<file path="src/rtl/hb_pkg.sv">
package hb_pkg;
  typedef enum logic [1:0] {
    DEC_SLOW  = 2'b00,
    DEC_MIXED = 2'b01,
    DEC_FAST  = 2'b10,
    DEC_SPARE = 2'b11
  } decay_e;

  typedef enum logic [1:0] {
    PH_DRIVE = 2'd0,
    PH_FAST  = 2'd1,
    PH_SLOW  = 2'd2,
    PH_FLOAT = 2'd3
  } phase_e;

  typedef enum logic [1:0] {
    LEG_FLOAT = 2'd0,
    LEG_HIGH  = 2'd1,
    LEG_LOW   = 2'd2
  } leg_e;
endpackage

</file>
<file path="src/rtl/hb_period_timer.sv">
module hb_period_timer #(
  parameter int PERIOD_CYC = 1000,
  parameter int CW         = $clog2(PERIOD_CYC)
) (
  input  logic          clk,
  input  logic          rst_n,
  output logic [CW-1:0] cnt_o,
  output logic          wrap_o
);
  localparam logic [CW-1:0] LAST = CW'(PERIOD_CYC - 1);

  assign wrap_o = (cnt_o == LAST);

  always_ff @(posedge clk or negedge rst_n) begin
    if (!rst_n)      cnt_o <= '0;
    else if (wrap_o) cnt_o <= '0;
    else             cnt_o <= cnt_o + 1'b1;
  end
endmodule

</file>
<file path="src/rtl/hb_chop_fsm.sv">
module hb_chop_fsm
  import hb_pkg::*;
#(
  parameter int CW        = 10,
  parameter int BLANK_CYC = 188,
  parameter int MIX_CYC   = 750
) (
  input  logic          clk,
  input  logic          rst_n,
  input  logic [CW-1:0] cnt_i,
  input  logic          wrap_i,
  input  logic          trip_i,
  input  logic          zero_i,
  input  logic [1:0]    decay_sel,
  output phase_e        phase_o
);
  localparam logic [CW-1:0] BLANK_L = CW'(BLANK_CYC);
  localparam logic [CW-1:0] MIXPRE  = CW'(MIX_CYC - 1);

  phase_e phase_n;
  logic   mixed_q, mixed_n;
  logic   past_mix;

  // The state change lands on the cycle where the counter equals MIX_CYC.
  assign past_mix = (cnt_i >= MIXPRE);

  always_comb begin
    phase_n = phase_o;
    mixed_n = mixed_q;
    if (wrap_i) begin
      phase_n = PH_DRIVE;
      mixed_n = 1'b0;
    end else begin
      unique case (phase_o)
        PH_DRIVE: if (trip_i && (cnt_i >= BLANK_L)) begin
          unique case (decay_e'(decay_sel))
            DEC_SLOW: phase_n = PH_SLOW;
            DEC_FAST: begin phase_n = PH_FAST; mixed_n = 1'b0; end
            default: begin
              mixed_n = 1'b1;
              phase_n = past_mix ? PH_SLOW : PH_FAST;
            end
          endcase
        end
        PH_FAST: begin
          if (mixed_q && past_mix) phase_n = PH_SLOW;
          else if (zero_i)         phase_n = PH_FLOAT;
        end
        PH_FLOAT: if (mixed_q && past_mix) phase_n = PH_SLOW;
        default: phase_n = phase_o;
      endcase
    end
  end

  always_ff @(posedge clk or negedge rst_n) begin
    if (!rst_n) begin
      phase_o <= PH_DRIVE;
      mixed_q <= 1'b0;
    end else begin
      phase_o <= phase_n;
      mixed_q <= mixed_n;
    end
  end
endmodule

</file>
<file path="src/rtl/hb_leg_deadtime.sv">
module hb_leg_deadtime
  import hb_pkg::*;
#(
  parameter int DEAD_CYC = 2
) (
  input  logic clk,
  input  logic rst_n,
  input  leg_e demand_i,
  output logic hs_o,
  output logic ls_o
);
  localparam int OW = (DEAD_CYC < 1) ? 1 : $clog2(DEAD_CYC + 1);
  localparam logic [OW-1:0] DEAD_L = OW'(DEAD_CYC);

  logic [OW-1:0] off_cnt;
  logic          gap_done;

  assign gap_done = (off_cnt >= DEAD_L);

  always_ff @(posedge clk or negedge rst_n) begin
    if (!rst_n) begin
      hs_o    <= 1'b0;
      ls_o    <= 1'b0;
      off_cnt <= '0;
    end else begin
      if (hs_o || ls_o)          off_cnt <= '0;
      else if (off_cnt < DEAD_L) off_cnt <= off_cnt + 1'b1;

      unique case (demand_i)
        LEG_HIGH: begin
          if (ls_o)                      ls_o <= 1'b0;
          else if (!hs_o && gap_done)    hs_o <= 1'b1;
        end
        LEG_LOW: begin
          if (hs_o)                      hs_o <= 1'b0;
          else if (!ls_o && gap_done)    ls_o <= 1'b1;
        end
        default: begin
          hs_o <= 1'b0;
          ls_o <= 1'b0;
        end
      endcase
    end
  end
endmodule

</file>
<file path="src/rtl/hbridge_chopper.sv">
module hbridge_chopper
  import hb_pkg::*;
#(
  parameter int PERIOD_CYC = 1000,
  parameter int BLANK_CYC  = 188,
  parameter int DEAD_CYC   = 2
) (
  input  logic       clk,
  input  logic       rst_n,
  input  logic       dir_a,
  input  logic       dir_b,
  input  logic       trip_i,
  input  logic       zero_i,
  input  logic [1:0] decay_sel,
  output logic       hs_a,
  output logic       ls_a,
  output logic       hs_b,
  output logic       ls_b
);
  localparam int CW      = $clog2(PERIOD_CYC);
  localparam int MIX_CYC = (PERIOD_CYC * 3) / 4;
  localparam int NLEG    = 2;

  logic [CW-1:0] cnt;
  logic          wrap;
  phase_e        phase;
  leg_e          demand [NLEG];
  logic [NLEG-1:0] hs_q, ls_q;

  hb_period_timer #(.PERIOD_CYC(PERIOD_CYC), .CW(CW)) timer_i (
    .clk(clk), .rst_n(rst_n), .cnt_o(cnt), .wrap_o(wrap)
  );

  hb_chop_fsm #(.CW(CW), .BLANK_CYC(BLANK_CYC), .MIX_CYC(MIX_CYC)) fsm_i (
    .clk(clk), .rst_n(rst_n), .cnt_i(cnt), .wrap_i(wrap),
    .trip_i(trip_i), .zero_i(zero_i), .decay_sel(decay_sel), .phase_o(phase)
  );

  // Map the phase and direction onto the level wanted on each leg.
  always_comb begin
    leg_e drv_a, drv_b;
    drv_a = dir_a ? LEG_HIGH : LEG_LOW;
    drv_b = dir_b ? LEG_HIGH : LEG_LOW;
    demand[0] = drv_a;
    demand[1] = drv_b;
    if (dir_a != dir_b) begin
      unique case (phase)
        PH_DRIVE: begin demand[0] = drv_a;     demand[1] = drv_b;     end
        PH_FAST:  begin demand[0] = drv_b;     demand[1] = drv_a;     end
        PH_SLOW:  begin demand[0] = LEG_LOW;   demand[1] = LEG_LOW;   end
        default:  begin demand[0] = LEG_FLOAT; demand[1] = LEG_FLOAT; end
      endcase
    end
  end

  for (genvar g = 0; g < NLEG; g++) begin : g_leg
    hb_leg_deadtime #(.DEAD_CYC(DEAD_CYC)) leg_i (
      .clk(clk), .rst_n(rst_n), .demand_i(demand[g]),
      .hs_o(hs_q[g]), .ls_o(ls_q[g])
    );
  end

  assign hs_a = hs_q[0];
  assign ls_a = ls_q[0];
  assign hs_b = hs_q[1];
  assign ls_b = ls_q[1];
endmodule

</file>
<file path="config.mk">
export PLATFORM = sky130hd
export DESIGN_NAME = hbridge_chopper
export DESIGN_NICKNAME = d
export VERILOG_FILES = /design/src/rtl/hb_pkg.sv /design/src/rtl/hb_period_timer.sv /design/src/rtl/hb_chop_fsm.sv /design/src/rtl/hb_leg_deadtime.sv /design/src/rtl/hbridge_chopper.sv
export SDC_FILE = /design/constraint.sdc
export NUM_CORES = 1
export LEC_CHECK = 0
export ABC_AREA = 1
export BUFFER_PORTS_ARGS = -buffer_cell sky130_fd_sc_hd__buf_4
export CAP_MARGIN = 20
export CORE_MARGIN = 3
export CORE_UTILIZATION = 51
export CTS_CLUSTER_SIZE = 24
export DETAILED_ROUTE_END_ITERATION = 16
export GPL_TIMING_DRIVEN = 1
export PLACE_DENSITY = 0.82
export SETUP_SLACK_MARGIN = 0.15
export SYNTH_ARGS = -nofsm -noshare
export SYNTH_HDL_FRONTEND = slang
export SYNTH_SLANG_ARGS = --single-unit
</file>
<file path="constraint.sdc">
create_clock -name clk -period 1.3 [get_ports clk]
set_input_delay 0.065 -clock clk [delete_from_list [all_inputs] [get_ports clk]]
set_output_delay 0.065 -clock clk [all_outputs]
set_load 0.01 [all_outputs]
</file>
==> results.tsv <==
metric	value	unit
Sinks on Clock Net	21	
CORE AREA	2060	sq um
sequential-to-total area share from yosys stat	45.4	%
Mapped Area	1160	sq um
final setup fails	10	
relative slew slack	81.5	%
clock root cell	clkbuf_4	
Num CTS Buffers	3	
fillers	160	
dpl hpwl	1.90	mm
crit path DAT	1600	ps
Synth-to-Final Area Change	30.4	%
fin area	1510	sq um
warnings from Yosys	0	
post-synthesis register bit count	21	
most common flop cell mapped by yosys	dfrtp_1	
Fin. Hold Viols	0	
Avg Cell Area, Syn	7.87	sq um
DP Area	1390	sq um
CP endpoint kind	flip-flop	
Fmax achieved	715	MHz
vias	1089	
Crit Path Max Fanout	5	
top cells by area, synth	dfrtp_1 45%, nand2_1 9.1%, inv_1 7.8%	
outcome	complete, but fails checks	
Clock Latency Late Sink	300	ps
Leakage	0.760	nW
Reg clk slew, reported paths	120	ps
clock buffer depth	2	
Post-synth top cells	28 x nand2_1, 24 x inv_1, 21 x dfrtp_1	
vias in the first global route	1048	
Rows	16	
worst hold path class	primary input to flip-flop	
final wirelength	2.59	mm
Worst setup SP type	flip-flop	
IO Port Bufs	11	
syn nets	160	
Antenna Cells	0	
initial DRC count	24	
CTS H-tree lvls	1	
dpl ws	-138	ps
Yosys cell types	23	
most common cell in the synthesized netlist	nand2_1	
routability cong.	0.824	
top-area cell type share of the netlist area	45.4	%
WL per Instance	12.6	microns
Async S/R FF share, synth	100	%
fin crit share	108	%
critical path's largest stage delay	470	ps
Gate Count Post-Synth	147	
max cap viols	0	
cell taking the most area after synthesis	dfrtp_1	
Cell Pwr Density	1260	nW/um^2
share of cells above drive strength 1	33.0	%
via density per instance	5.29	
RSZ-0062 raised after global routing	true	
CTS tree	yes	
WS Path Type	flip-flop to flip-flop	
Post-route DRC	0	
Req. time, crit path	1500	ps
Final WS setup	-99.5	ps
Die X	53.6	microns
NumNets Final	193	
Initial DRT Pass Iterations	4	
initial core utilization	56.1	%
min cycle time layout	1400	ps
slowest cell on the critical path	dfrtp_2	
final clock skew	2.51	ps
Ports	12	
max-slew violation count	0	
global-route wire length before repair	4.35	mm
global-route usage over all layers	21.3	%
Most common cell on crit path	buf_4	
largest net degree at the start of global routing	22	
Die Y	53.6	microns
number of synthesized flops with an enable pin	0	
die area	2880	sq um
CP Cell Sequence	ha_2 -> nand2_2 -> nor2_2 -> buf_4 -> buf_4 -> buf_4 -> xor2_1	
initial antenna violation count	0	
Peak VDD IR	819	uV
grt total ovfl	0	
failing checks	negative setup slack	
Final ANT Viol Nets	0	
Worst-Margin Slew	277	ps
## stage by stage
step	TNS, ps	util [%]	power (mW)	hold slack, ps	cells
after floorplan	-67.0	-	1.27	-231	147
after global placement	-201	67.2	1.43	-34.5	197
after detailed placement	-514	67.2	1.49	-31.1	197
after CTS	-709	71.1	1.85	34.5	204
after global routing	-1830	73.2	2.05	65.3	206
final	-525	73.2	1.91	33.6	206
## what timing repair did
action,CTS,global route
hold buffers,1,0
hold endpoints to repair,21,0
pin swaps,5,2
setup endpoints to repair,13,15
gates resized for setup,11,9
setup buffers,2,2
## cells by family after synthesis
kind of cell	Yosys count	share of synthesized area [%]
xor gates and xnor gates	3	2.27
buffers and inverters	27	8.87
and+or+nand+nor	60	23.2
AOI/OAI and AO/OA	31	14.8
adders and majority gates	5	5.41
DFF	21	45.4
## cells in the final DEF, fill, tap and decap left out, types with 2 or more instances in the layout
cell	netlist	final
a21oi_1	16	15
nand3_1	6	4
nand3_2	1	3
ha_2	0	2
o21ai_0	4	3
inv_1	24	20
nor2_1	17	15
buf_4	0	28
clkbuf_4	0	3
nor2_4	2	2
xor2_1	3	3
o21ai_1	6	7
nand2_1	28	23
nor2_2	0	2
ha_4	0	2
nand2_2	2	7
inv_2	2	5
dfrtp_1	21	20
## final timing paths
check / startpoint / to / slack, ps / depth (start not counted)
worst max register to register: timer_i.cnt_o[0]$_DFF_PN0_ / timer_i.cnt_o[4]$_DFF_PN0_ / -100 / 7
worst min register to register: timer_i.cnt_o[0]$_DFF_PN0_ / timer_i.cnt_o[0]$_DFF_PN0_ / 530 / 1
worst min-delay path: decay_sel[0] / fsm_i.mixed_q$_DFFE_PN0P_ / 30 / 3
min in group asynchronous: rst_n / timer_i.cnt_o[4]$_DFF_PN0_ / 170 / 2
max in group asynchronous: rst_n / timer_i.cnt_o[0]$_DFF_PN0_ / 890 / 2
worst max-delay path: timer_i.cnt_o[0]$_DFF_PN0_ / timer_i.cnt_o[4]$_DFF_PN0_ / -100 / 7
## routing by layer
layer | vias up | global-route usage, % | wire length [microns]
met5 | - | 0 | 0
met2 | 32 | 40.0 | 1360
met3 | 4 | 3.32 | 112
li1 | 536 | - | -
met1 | 517 | 23.4 | 1080
met4 | 0 | 8.94 | 44
## report_power, final
| group | switching [mW] | leakage [nW] | internal [mW] |
|---|---|---|---|
| sequential | 0.114 | 0.260 | 0.781 |
| combinational | 0.397 | 0.485 | 0.298 |
| clock | 0.198 | 0.0150 | 0.120 |
## area by class of cell
cell class / count / area, sq um / area share [%]
Tap cell: 27 / 33.8 / 2.24
Multi-Input combinational cell: 99 / 602 / 39.9
Clock buffer: 4 / 26.3 / 1.74
Timing Repair Buffer: 29 / 220 / 14.6
Sequential cell: 21 / 527 / 34.9
Inverter: 26 / 100 / 6.63
## registers in the layout (all words and copies together), names as in the netlist
| signal | flops |
|---|---|
| g_leg.leg_i.ls_o | 2 |
| timer_i.cnt_o | 10 |
| g_leg.leg_i.off_cnt | 4 |
| fsm_i.mixed_q | 1 |
| fsm_i.phase_o | 2 |
| g_leg.leg_i.hs_o | 2 |
## worst max-delay path, delay by kind of cell (launching register included)
family | cells | cell delay, ps
and+or+nand+nor | 2 | 120
adders and majority gates | 1 | 210
DFF | 1 | 470
xor gates and xnor gates | 1 | 130
buffers and inverters | 3 | 360
Note: power is estimated with default switching activity, not from simulation.
